[src/rtl/otp_fuse_pkg.sv]
// Package: shared offsets, command codes and unlock keys for the fuse controller.
// Assumes: a byte-addressed register window of at most 256 bytes.
package otp_fuse_pkg;

    localparam int WORD_W = 32;
    localparam int CMD_W  = 6;
    localparam int ROWA_W = 16;

    // Register byte offsets; software decodes these, so they are fixed.
    localparam logic [7:0] OFS_GRANT = 8'h00;
    localparam logic [7:0] OFS_CMD   = 8'h04;
    localparam logic [7:0] OFS_START = 8'h08;
    localparam logic [7:0] OFS_STAT  = 8'h0C;
    localparam logic [7:0] OFS_RD0   = 8'h10;
    localparam logic [7:0] OFS_ROW   = 8'h28;
    localparam logic [7:0] OFS_WD0   = 8'h2C;
    localparam logic [7:0] OFS_RD1   = 8'h5C;
    localparam logic [7:0] OFS_WD1   = 8'h64;

    // Command codes.
    localparam logic [CMD_W-1:0] OP_READ   = 6'h00;
    localparam logic [CMD_W-1:0] OP_UNLOCK = 6'h02;
    localparam logic [CMD_W-1:0] OP_LOCK   = 6'h03;
    localparam logic [CMD_W-1:0] OP_BURN   = 6'h08;

    localparam int KEY_STEPS = 4;

    // Key expected at each unlock step, in order.
    function automatic logic [WORD_W-1:0] unlock_key(input logic [1:0] idx);
        case (idx)
            2'd0:    return 32'h0000_000F;
            2'd1:    return 32'h0000_0004;
            2'd2:    return 32'h0000_0008;
            default: return 32'h0000_000D;
        endcase
    endfunction

    typedef enum logic [1:0] {
        ENG_IDLE = 2'd0,
        ENG_BUSY = 2'd1,
        ENG_DONE = 2'd2
    } eng_state_e;

endpackage

[src/rtl/otp_regs.sv]
// Module: register window of the fuse controller. It holds the CPU-written
// registers, decodes the start handshake into launch/halt pulses and muxes
// the read data. Assumes: at most one write per cycle, and reads are
// combinational from the address.
module otp_regs
    import otp_fuse_pkg::*;
#(
    parameter int ROW_WORDS = 2,
    parameter int REG_AW    = 8
) (
    input  logic                              clk,
    input  logic                              rst_n,
    input  logic                              bus_wr,
    input  logic [REG_AW-1:0]                 bus_addr,
    input  logic [WORD_W-1:0]                 bus_wdata,
    output logic [WORD_W-1:0]                 bus_rdata,
    input  logic                              eng_idle,
    input  logic                              done,
    input  logic                              prog_ok,
    input  logic [ROW_WORDS-1:0][WORD_W-1:0]  rd_words,
    output logic                              launch,
    output logic                              halt,
    output logic                              grant,
    output logic [CMD_W-1:0]                  cmd,
    output logic [ROWA_W-1:0]                 row_addr,
    output logic [ROW_WORDS-1:0][WORD_W-1:0]  wr_words
);

    logic              grant_q;
    logic              start_q;
    logic [CMD_W-1:0]  cmd_q;
    logic [ROWA_W-1:0] row_q;
    logic [WORD_W-1:0] wd0_q;
    logic [WORD_W-1:0] hi_wd;
    logic [WORD_W-1:0] hi_rd;
    logic [7:0]        ofs;
    logic              wr_start;

    assign ofs      = 8'(bus_addr);
    assign wr_start = bus_wr && (ofs == OFS_START);

    // Register writes for the single-instance fields.
    always_ff @(posedge clk) begin
        if (!rst_n) begin
            grant_q <= 1'b0;
            start_q <= 1'b0;
            cmd_q   <= '0;
            row_q   <= '0;
            wd0_q   <= '0;
        end else if (bus_wr) begin
            case (ofs)
                OFS_GRANT: grant_q <= bus_wdata[0];
                OFS_CMD:   cmd_q   <= bus_wdata[CMD_W-1:0];
                OFS_START: start_q <= bus_wdata[0];
                OFS_ROW:   row_q   <= bus_wdata[ROWA_W-1:0];
                OFS_WD0:   wd0_q   <= bus_wdata;
                default:   ;
            endcase
        end
    end

    // The second word exists only in two-word rows.
    generate
        if (ROW_WORDS > 1) begin : g_two_word
            logic [WORD_W-1:0] wd1_q;

            // Register write for the second write word.
            always_ff @(posedge clk) begin
                if (!rst_n)
                    wd1_q <= '0;
                else if (bus_wr && ofs == OFS_WD1)
                    wd1_q <= bus_wdata;
            end

            assign hi_wd    = wd1_q;
            assign hi_rd    = rd_words[ROW_WORDS-1];
            assign wr_words = {wd1_q, wd0_q};
        end else begin : g_one_word
            assign hi_wd    = '0;
            assign hi_rd    = '0;
            assign wr_words = wd0_q;
        end
    endgenerate

    // Start handshake: a 0->1 write with access granted and the engine idle.
    assign launch = wr_start && bus_wdata[0] && !start_q && grant_q && eng_idle;
    assign halt   = wr_start && !bus_wdata[0];

    assign grant    = grant_q;
    assign cmd      = cmd_q;
    assign row_addr = row_q;

    // Read-data multiplexer.
    always_comb begin
        case (ofs)
            OFS_GRANT: bus_rdata = {31'd0, grant_q};
            OFS_CMD:   bus_rdata = {{(WORD_W-CMD_W){1'b0}}, cmd_q};
            OFS_START: bus_rdata = {31'd0, start_q};
            OFS_STAT:  bus_rdata = {29'd0, prog_ok, done, 1'b0};
            OFS_RD0:   bus_rdata = rd_words[0];
            OFS_ROW:   bus_rdata = {{(WORD_W-ROWA_W){1'b0}}, row_q};
            OFS_WD0:   bus_rdata = wd0_q;
            OFS_RD1:   bus_rdata = hi_rd;
            OFS_WD1:   bus_rdata = hi_wd;
            default:   bus_rdata = '0;
        endcase
    end

endmodule

[src/rtl/otp_unlock.sv]
// Module: unlock tracker. It follows the four-key sequence across completed
// unlock-step commands and holds the program-enabled flag. Assumes: "finish"
// pulses once per completed command, with the launched code and key stable.
module otp_unlock
    import otp_fuse_pkg::*;
(
    input  logic              clk,
    input  logic              rst_n,
    input  logic              finish,
    input  logic [CMD_W-1:0]  cmd_s,
    input  logic [WORD_W-1:0] key_s,
    output logic              prog_ok
);

    localparam int STEP_W = $clog2(KEY_STEPS);

    logic [STEP_W-1:0] step_q;

    // Advance, restart or complete the key sequence; a lock command clears it.
    always_ff @(posedge clk) begin
        if (!rst_n) begin
            step_q  <= '0;
            prog_ok <= 1'b0;
        end else if (finish) begin
            if (cmd_s == OP_UNLOCK) begin
                if (key_s == unlock_key(step_q)) begin
                    if (step_q == STEP_W'(KEY_STEPS-1)) begin
                        prog_ok <= 1'b1;
                        step_q  <= '0;
                    end else begin
                        step_q  <= step_q + 1'b1;
                    end
                end else begin
                    step_q <= '0;
                end
            end else if (cmd_s == OP_LOCK) begin
                prog_ok <= 1'b0;
                step_q  <= '0;
            end
        end
    end

endmodule

[src/rtl/otp_engine.sv]
// Module: command engine and fuse array. It captures the command at launch,
// counts the latency that belongs to the command kind, then reads or burns
// the addressed row and raises done. Assumes: NUM_ROWS is a power of two,
// both latencies are at least 2, and ROW_WORDS is 1 or 2.
module otp_engine
    import otp_fuse_pkg::*;
#(
    parameter int NUM_ROWS  = 32,
    parameter int ROW_WORDS = 2,
    parameter int READ_LAT  = 3,
    parameter int PROG_LAT  = 10
) (
    input  logic                                     clk,
    input  logic                                     rst_n,
    input  logic                                     launch,
    input  logic                                     halt,
    input  logic [CMD_W-1:0]                         cmd,
    input  logic [ROWA_W-1:0]                        row_addr,
    input  logic [ROW_WORDS-1:0][WORD_W-1:0]         wr_words,
    input  logic                                     prog_ok,
    output logic                                     eng_idle,
    output logic                                     done,
    output logic                                     finish,
    output logic [CMD_W-1:0]                         cmd_s,
    output logic [WORD_W-1:0]                        key_s,
    output logic [ROW_WORDS-1:0][WORD_W-1:0]         rd_words,
    output logic [NUM_ROWS*ROW_WORDS*WORD_W-1:0]     fuse_bits
);

    localparam int RIDX_W  = (NUM_ROWS > 1) ? $clog2(NUM_ROWS) : 1;
    localparam int LAT_MAX = (PROG_LAT > READ_LAT) ? PROG_LAT : READ_LAT;
    localparam int CNT_W   = $clog2(LAT_MAX + 1);
    localparam logic [CNT_W-1:0] RD_RELOAD = CNT_W'(READ_LAT - 1);
    localparam logic [CNT_W-1:0] PG_RELOAD = CNT_W'(PROG_LAT - 1);

    eng_state_e                          state_q;
    logic [CNT_W-1:0]                    cnt_q;
    logic [RIDX_W-1:0]                   row_s;
    logic [ROW_WORDS-1:0][WORD_W-1:0]    wd_s;
    logic [NUM_ROWS-1:0][ROW_WORDS-1:0][WORD_W-1:0] fuse_q;

    assign eng_idle  = (state_q == ENG_IDLE);
    assign finish    = (state_q == ENG_BUSY) && (cnt_q == '0) && !halt;
    assign key_s     = wd_s[0];
    assign fuse_bits = fuse_q;

    // Command FSM: capture at launch, count down, hold done until start clears.
    always_ff @(posedge clk) begin
        if (!rst_n) begin
            state_q <= ENG_IDLE;
            cnt_q   <= '0;
            done    <= 1'b0;
            cmd_s   <= '0;
            row_s   <= '0;
            wd_s    <= '0;
        end else if (halt) begin
            state_q <= ENG_IDLE;
            done    <= 1'b0;
        end else begin
            case (state_q)
                ENG_IDLE: if (launch) begin
                    state_q <= ENG_BUSY;
                    cmd_s   <= cmd;
                    row_s   <= row_addr[RIDX_W-1:0];
                    wd_s    <= wr_words;
                    cnt_q   <= (cmd == OP_BURN) ? PG_RELOAD : RD_RELOAD;
                end
                ENG_BUSY: if (cnt_q == '0) begin
                    state_q <= ENG_DONE;
                    done    <= 1'b1;
                end else begin
                    cnt_q <= cnt_q - 1'b1;
                end
                default: ;
            endcase
        end
    end

    // Array access on completion: read copies a row, an enabled burn ORs into it.
    always_ff @(posedge clk) begin
        if (!rst_n) begin
            fuse_q   <= '0;
            rd_words <= '0;
        end else if (finish) begin
            if (cmd_s == OP_READ)
                rd_words <= fuse_q[row_s];
            if (cmd_s == OP_BURN && prog_ok)
                fuse_q[row_s] <= fuse_q[row_s] | wd_s;
        end
    end

endmodule

[src/rtl/otp_fuse_ctrl.sv]
// Module: top of the fuse controller. It wires the register window, the
// command engine and the unlock tracker together. Assumes: a single clock,
// a synchronous active-low reset, and a CPU that follows the start/done
// handshake.
module otp_fuse_ctrl
    import otp_fuse_pkg::*;
#(
    parameter int NUM_ROWS  = 32,
    parameter int ROW_WORDS = 2,
    parameter int READ_LAT  = 3,
    parameter int PROG_LAT  = 10,
    parameter int REG_AW    = 8
) (
    input  logic              clk,
    input  logic              rst_n,
    input  logic              bus_wr,
    input  logic [REG_AW-1:0] bus_addr,
    input  logic [31:0]       bus_wdata,
    output logic [31:0]       bus_rdata
);

    logic                                 launch;
    logic                                 halt;
    logic                                 grant;
    logic                                 eng_idle;
    logic                                 done;
    logic                                 finish;
    logic                                 prog_ok;
    logic [CMD_W-1:0]                     cmd;
    logic [CMD_W-1:0]                     cmd_s;
    logic [ROWA_W-1:0]                    row_addr;
    logic [WORD_W-1:0]                    key_s;
    logic [ROW_WORDS-1:0][WORD_W-1:0]     wr_words;
    logic [ROW_WORDS-1:0][WORD_W-1:0]     rd_words;
    logic [NUM_ROWS*ROW_WORDS*WORD_W-1:0] fuse_bits;

    otp_regs #(
        .ROW_WORDS (ROW_WORDS),
        .REG_AW    (REG_AW)
    ) u_regs (
        .clk       (clk),
        .rst_n     (rst_n),
        .bus_wr    (bus_wr),
        .bus_addr  (bus_addr),
        .bus_wdata (bus_wdata),
        .bus_rdata (bus_rdata),
        .eng_idle  (eng_idle),
        .done      (done),
        .prog_ok   (prog_ok),
        .rd_words  (rd_words),
        .launch    (launch),
        .halt      (halt),
        .grant     (grant),
        .cmd       (cmd),
        .row_addr  (row_addr),
        .wr_words  (wr_words)
    );

    otp_engine #(
        .NUM_ROWS  (NUM_ROWS),
        .ROW_WORDS (ROW_WORDS),
        .READ_LAT  (READ_LAT),
        .PROG_LAT  (PROG_LAT)
    ) u_engine (
        .clk       (clk),
        .rst_n     (rst_n),
        .launch    (launch),
        .halt      (halt),
        .cmd       (cmd),
        .row_addr  (row_addr),
        .wr_words  (wr_words),
        .prog_ok   (prog_ok),
        .eng_idle  (eng_idle),
        .done      (done),
        .finish    (finish),
        .cmd_s     (cmd_s),
        .key_s     (key_s),
        .rd_words  (rd_words),
        .fuse_bits (fuse_bits)
    );

    otp_unlock u_unlock (
        .clk     (clk),
        .rst_n   (rst_n),
        .finish  (finish),
        .cmd_s   (cmd_s),
        .key_s   (key_s),
        .prog_ok (prog_ok)
    );

endmodule

[config.mk]
export PLATFORM = sky130hd
export DESIGN_NAME = otp_fuse_ctrl
export DESIGN_NICKNAME = d
export VERILOG_FILES = /design/src/rtl/otp_fuse_pkg.sv /design/src/rtl/otp_regs.sv /design/src/rtl/otp_unlock.sv /design/src/rtl/otp_engine.sv /design/src/rtl/otp_fuse_ctrl.sv
export SDC_FILE = /design/constraint.sdc
export NUM_CORES = 2
export LEC_CHECK = 0
export BUFFER_PORTS_ARGS = -buffer_cell sky130_fd_sc_hd__buf_2
export CORE_MARGIN = 2
export CORE_UTILIZATION = 57
export DETAILED_ROUTE_END_ITERATION = 10
export GPL_TIMING_DRIVEN = 0
export MAX_ROUTING_LAYER = met4
export PLACE_DENSITY = 0.75
export REMOVE_ABC_BUFFERS = 1
export SLEW_MARGIN = 5
export SYNTH_ARGS = -nofsm -noshare
export SYNTH_HDL_FRONTEND = slang
export SYNTH_SLANG_ARGS = --single-unit
[constraint.sdc]
create_clock -name clk -period 2.61 [get_ports clk]
set_input_delay 0.522 -clock clk [delete_from_list [all_inputs] [get_ports clk]]
set_output_delay 0.522 -clock clk [all_outputs]
set_load 0.005 [all_outputs]
==> results of run 1 <==
metrics by stage:
stage / hold WS, ns / utilization, % / cell area, µm²
2_1_floorplan: 0.439 / - / 91100
4_1_cts: 0.00592 / 74.2 / 126000
3_3_place_gp: 0.451 / 55.5 / 94200
3_5_place_dp: 0.460 / 61.1 / 104000
kinds of logic after synthesis:
| logic type | synth area share (%) |
|---|---|
| adder cells (fa/ha/maj) | 0.0641 |
| buffers and inverters | 6.73 |
| AND/OR/NAND/NOR | 5.56 |
| AO/OA/AOI/OAI | 30.0 |
| flip-flops | 46.9 |
| multiplexers | 10.7 |
| XOR/XNOR | 0.0359 |
metal layers:
metal / global-route usage, % / GRT overflow
met1: 81.8 / 196
met2: 94.1 / 453
met3: 79.6 / 169
met4: 78.5 / 252
met5: - / -
timing repair:
item	4_1_cts
hold endpoints to repair	80
cloned	227
endpoints found under the setup margin	2162
buffers inserted	573
resized for setup	850
pin swaps	312
hold buffers	32
cells in the mapped netlist (3+ instances only):
cell / n / area [µm²]
buf_2: 530 / 2650
nor2b_1: 4 / 25.0
nand4_1: 6 / 37.5
a211oi_1: 2048 / 15400
a21oi_1: 1942 / 9720
nand3_1: 17 / 85.1
clkbuf_1: 667 / 2500
a22oi_1: 25 / 188
or4_1: 132 / 991
inv_1: 7 / 26.3
nor4_1: 10 / 62.6
nand2_1: 313 / 1170
o21ai_0: 67 / 335
buf_1: 32 / 120
nor2_1: 354 / 1330
o31ai_1: 3 / 22.5
ha_1: 5 / 62.6
dfxtp_1: 2285 / 45700
xor2_1: 3 / 26.3
a221o_1: 16 / 160
a222oi_1: 10 / 100
nor4_4: 5 / 106
a22o_1: 16 / 140
mux2i_1: 1044 / 10500
buf_4: 155 / 1160
nor4_2: 3 / 37.5
and3_1: 5 / 31.3
or4b_1: 4 / 40.0
nor3b_1: 3 / 22.5
nor3_2: 64 / 641
nand4bb_1: 6 / 67.6
nor3_1: 70 / 350
o22ai_1: 512 / 3200
and2_1: 30 / 188
nand2b_1: 4 / 25.0
nand4b_1: 4 / 35.0
buf_6: 9 / 101
==> metrics.csv, run 1 <==
metric;value;unit
total grt overflow;1070;
syn_area_per_cell;9.35;µm²
Seq/Total Area, Yosys;46.9;%
Initial Util;57.5;%
yosys synthesis warning count;0;
synthesized area;97600;µm²
worst slack at placement;-2.26;ns
CTS root buf;clkbuf_16;
CTS Sinks;2285;
Die Height;418;µm
status;aborted with a tool error;
largest net degree at the start of global routing;170;
GRT Util Overall;84.5;%
ys async rst share;0;%
H-Tree Level Count;4;
GPL Wtd Cong;0.822;
I/O pin cnt;75;
Fail Step;global routing (5_1_grt);
Yosys cell types;57;
Post-Synthesis Cells;10400;
number of flops mapped to enable cells by yosys;0;
Longest Clk Path Bufs;3;
CTS Buf Count;215;
dpl hpwl;225000;µm
placed cells;11900;
Err;[ERROR GRT-0232] Routing congestion too high. Check the congestion heatmap in the GUI.;
row count;151;
top_reg_cell synth;dfxtp_1;
IO buf count;74;
chip width;418;µm
synthesized flop and latch total;2285;
==> inputs of run 2 (changes only) <==
CORE_UTILIZATION = 40   (was 57)
MAX_ROUTING_LAYER = not set   (was met4)
PLACE_DENSITY = not set   (was 0.75)
PLACE_DENSITY_LB_ADDON = 0.15   (was not set)
clock period = 3.4 ns   (was 2.61 ns; I/O delays follow)
==> run 2 against run 1 <==
The flow now finishes, with violations (negative setup slack). Area after synthesis unchanged. Synthesized cell count did not move.
==> metrics.csv, run 2 <==
metric;value;unit
status;finished with violations;
failing checks;negative setup slack;
CTS clk-pin slew, worst paths;0.06;ns
clock group share of total power;49.6;%
Crit Path Class;reg -> reg;
worst vdd ir;0.629;mV
Logic pwr share;1.2;%
RSZ-0062 raised after global routing;yes;
PD cells;463;nW/µm²
GRT Util Overall;33.2;%
Switching Fraction;22.0;%
Worst Setup Start Kind;register;
number of DRC markers in iteration 0;10800;
dominant cell type by area after synthesis;dfxtp_1;
Max Slew Vio Count;0;
maximum clock rate;0.288;GHz
Fill cells;22000;
Fin Clk Skew;0.0370;ns
Via-to-Cell Ratio;6.66;
drc violations;0;
Finished Cell Area;118000;µm²
flop-to-flop setup slack;-0.07;ns
CTS Buf Count;238;
most common cell after layout, fill and taps aside;dfxtp_1;
placed cell area;106000;µm²
Final Total Pwr;54500;µW
share of cells above drive strength 1;14.0;%
row count;181;
Synth area leaders;dfxtp_1, a211oi_1, mux2i_1, a21oi_1, o22ai_1;
final setup fails;65;
first-pass GRT wire length;614000;µm
ys async rst share;0;%
via count;90600;
CP endpoint kind;register;
Layout Cells excl Fill;13600;
most common cell in the netlist;dfxtp_1;
share of the synthesized area in the top cell type;46.9;%
crit-path max FO;30;
vias in the first global route;84500;
I/O pin cnt;75;
MaxCap Viol Count;0;
Req. time, crit path;4.16;ns
H-Tree Level Count;4;
NumNets Final;10200;
Die Footprint;248000;µm²
Longest Clk Path Bufs;3;
Switch Pwr;12000;µW
Yosys cell types;57;
yosys synthesis warning count;0;
max reg flops;2048;
Die Height;498;µm
min cycle time layout;3.47;ns
Seq/Total Area, Yosys;46.9;%
top_reg_cell synth;dfxtp_1;
total grt overflow;0;
initial antenna violation count;25;
syn_area_per_cell;9.35;µm²
most frequent cells in the layout;dfxtp_1, a211oi_1, a21oi_1;
top post-synthesis cells by count;dfxtp_1, a211oi_1, a21oi_1, mux2i_1, clkbuf_1;
Arr. time, crit path;4.23;ns
total routed wirelength;442000;µm
Core ar.;243000;µm²
ratio of final minimum period to clock period;102;%
largest net degree at the start of global routing;168;
worst slack at placement;-2.11;ns
CTS root buf;clkbuf_16;
CTS Sinks;2285;
Slew headroom;11.8;%
Worst Setup Slack, final;-0.0706;ns
dpl hpwl;252000;µm
fin util;48.4;%
Worst Hold Class;in -> reg;
DRT antenna net count;0;
synthesized flop and latch total;2285;
GPL Wtd Cong;0.752;
placed cells;12900;
LEAKAGE;0.0345;µW
synthesized area;97600;µm²
CTS tree;done;
Post-Synthesis Cells;10400;
DR pass1 iterations;8;
chip width;498;µm
Initial Util;40.2;%
IO buf count;74;
Least-Margin Pin Slew;1.31;ns
Fin. Hold Viols;0;
Flop pwr share;49.1;%
wire per inst;32.4;µm
Area growth syn-to-layout;20.5;%
internal power;42500;µW
number of flops mapped to enable cells by yosys;0;
later-pin clock latency in the skew report;0.92;ns
run 2: cell counts after synthesis:
No cell type changed its count.
run 2: power groups by stage:
stage	logic, µW	clock network (µW)	registers (µW)
detailed placement	618	0	27400
global route	704	28200	26800
global placement	572	0	27400
floorplan	349	0	27400
CTS	640	27100	26800
finish	677	27000	26800
run 2: path summary, 6_finish.rpt:
| kind | end | cells after the start | start |
|---|---|---|---|
| setup / recovery | u_engine.fuse_bits[18] | 8 | u_engine.row_s[2] |
| hold / removal | u_regs.wd0_q[21] | 3 | bus_wdata[21] |
| setup reg to reg | u_engine.fuse_bits[18] | 8 | u_engine.row_s[2] |
| hold reg to reg | u_regs.wd0_q[30] | 2 | u_regs.wd0_q[30] |
run 2: kinds of logic (layout without fill, tap and decap cells):
group	count (synthesis)	in the layout	share of synthesized area, %
buffers and inverters	1401	1349	6.73
other	0	10	0
AOI/OAI and AO/OA	4646	4646	30.0
muxes	1044	1044	10.7
adders and majority gates	5	5	0.0641
xor gates and xnor gates	4	4	0.0359
DFF	2285	2285	46.9
and+or+nand+nor	1051	1066	5.56
run 2: layout make-up:
type	instances	area (µm²)	area share, %
Antenna cell	10	25.0	0.0213
Clock buffer	378	7300	6.21
Clock inverter	64	753	0.641
Inverter	8	37.5	0.0319
Multi-Input combinational cell	6765	46400	39.4
Sequential cell	2285	45800	38.9
Tap cell	3202	4010	3.41
Timing Repair Buffer	899	13300	11.3
run 2: timing repair:
| item | CTS | global route |
|---|---|---|
| buffers inserted | 123 | 55 |
| cloned | 34 | 28 |
| gates resized for setup | 77 | 35 |
| hold buffers | 6 | 0 |
| pin swaps | 79 | 27 |
| endpoints found under the setup margin | 2131 | 1318 |
| endpoints found under the hold margin | 11 | 0 |
run 2: per-stage QoR:
step                hold slack [ns]   TNS, ns
finish                       0.0459     -1.37
global route                 0.0536   -0.0841
CTS                        0.000865    -0.772
detailed placement            0.464  -2329.66
global placement              0.450         -
floorplan                     0.439         -
run 2: worst max-delay path: stages, from the launching register on:
cell and delay [ns]:
dfxtp_4 0.67, or4_4 0.41, buf_16 0.35, buf_16 0.33
o22ai_1 0.17, or4_1 0.64, nor3_4 0.33, buf_16 0.21
a211oi_1 0.13
run 2: routing by layer:
metal	vias to the layer above	wire, µm	track usage, %
li1	39100	-	-
met1	45000	173000	42.5
met2	5074	198000	52.9
met3	1434	41200	5.65
met4	18	29100	18.5
met5	-	133	0
No activity file was read; power rests on OpenSTA's default activity.
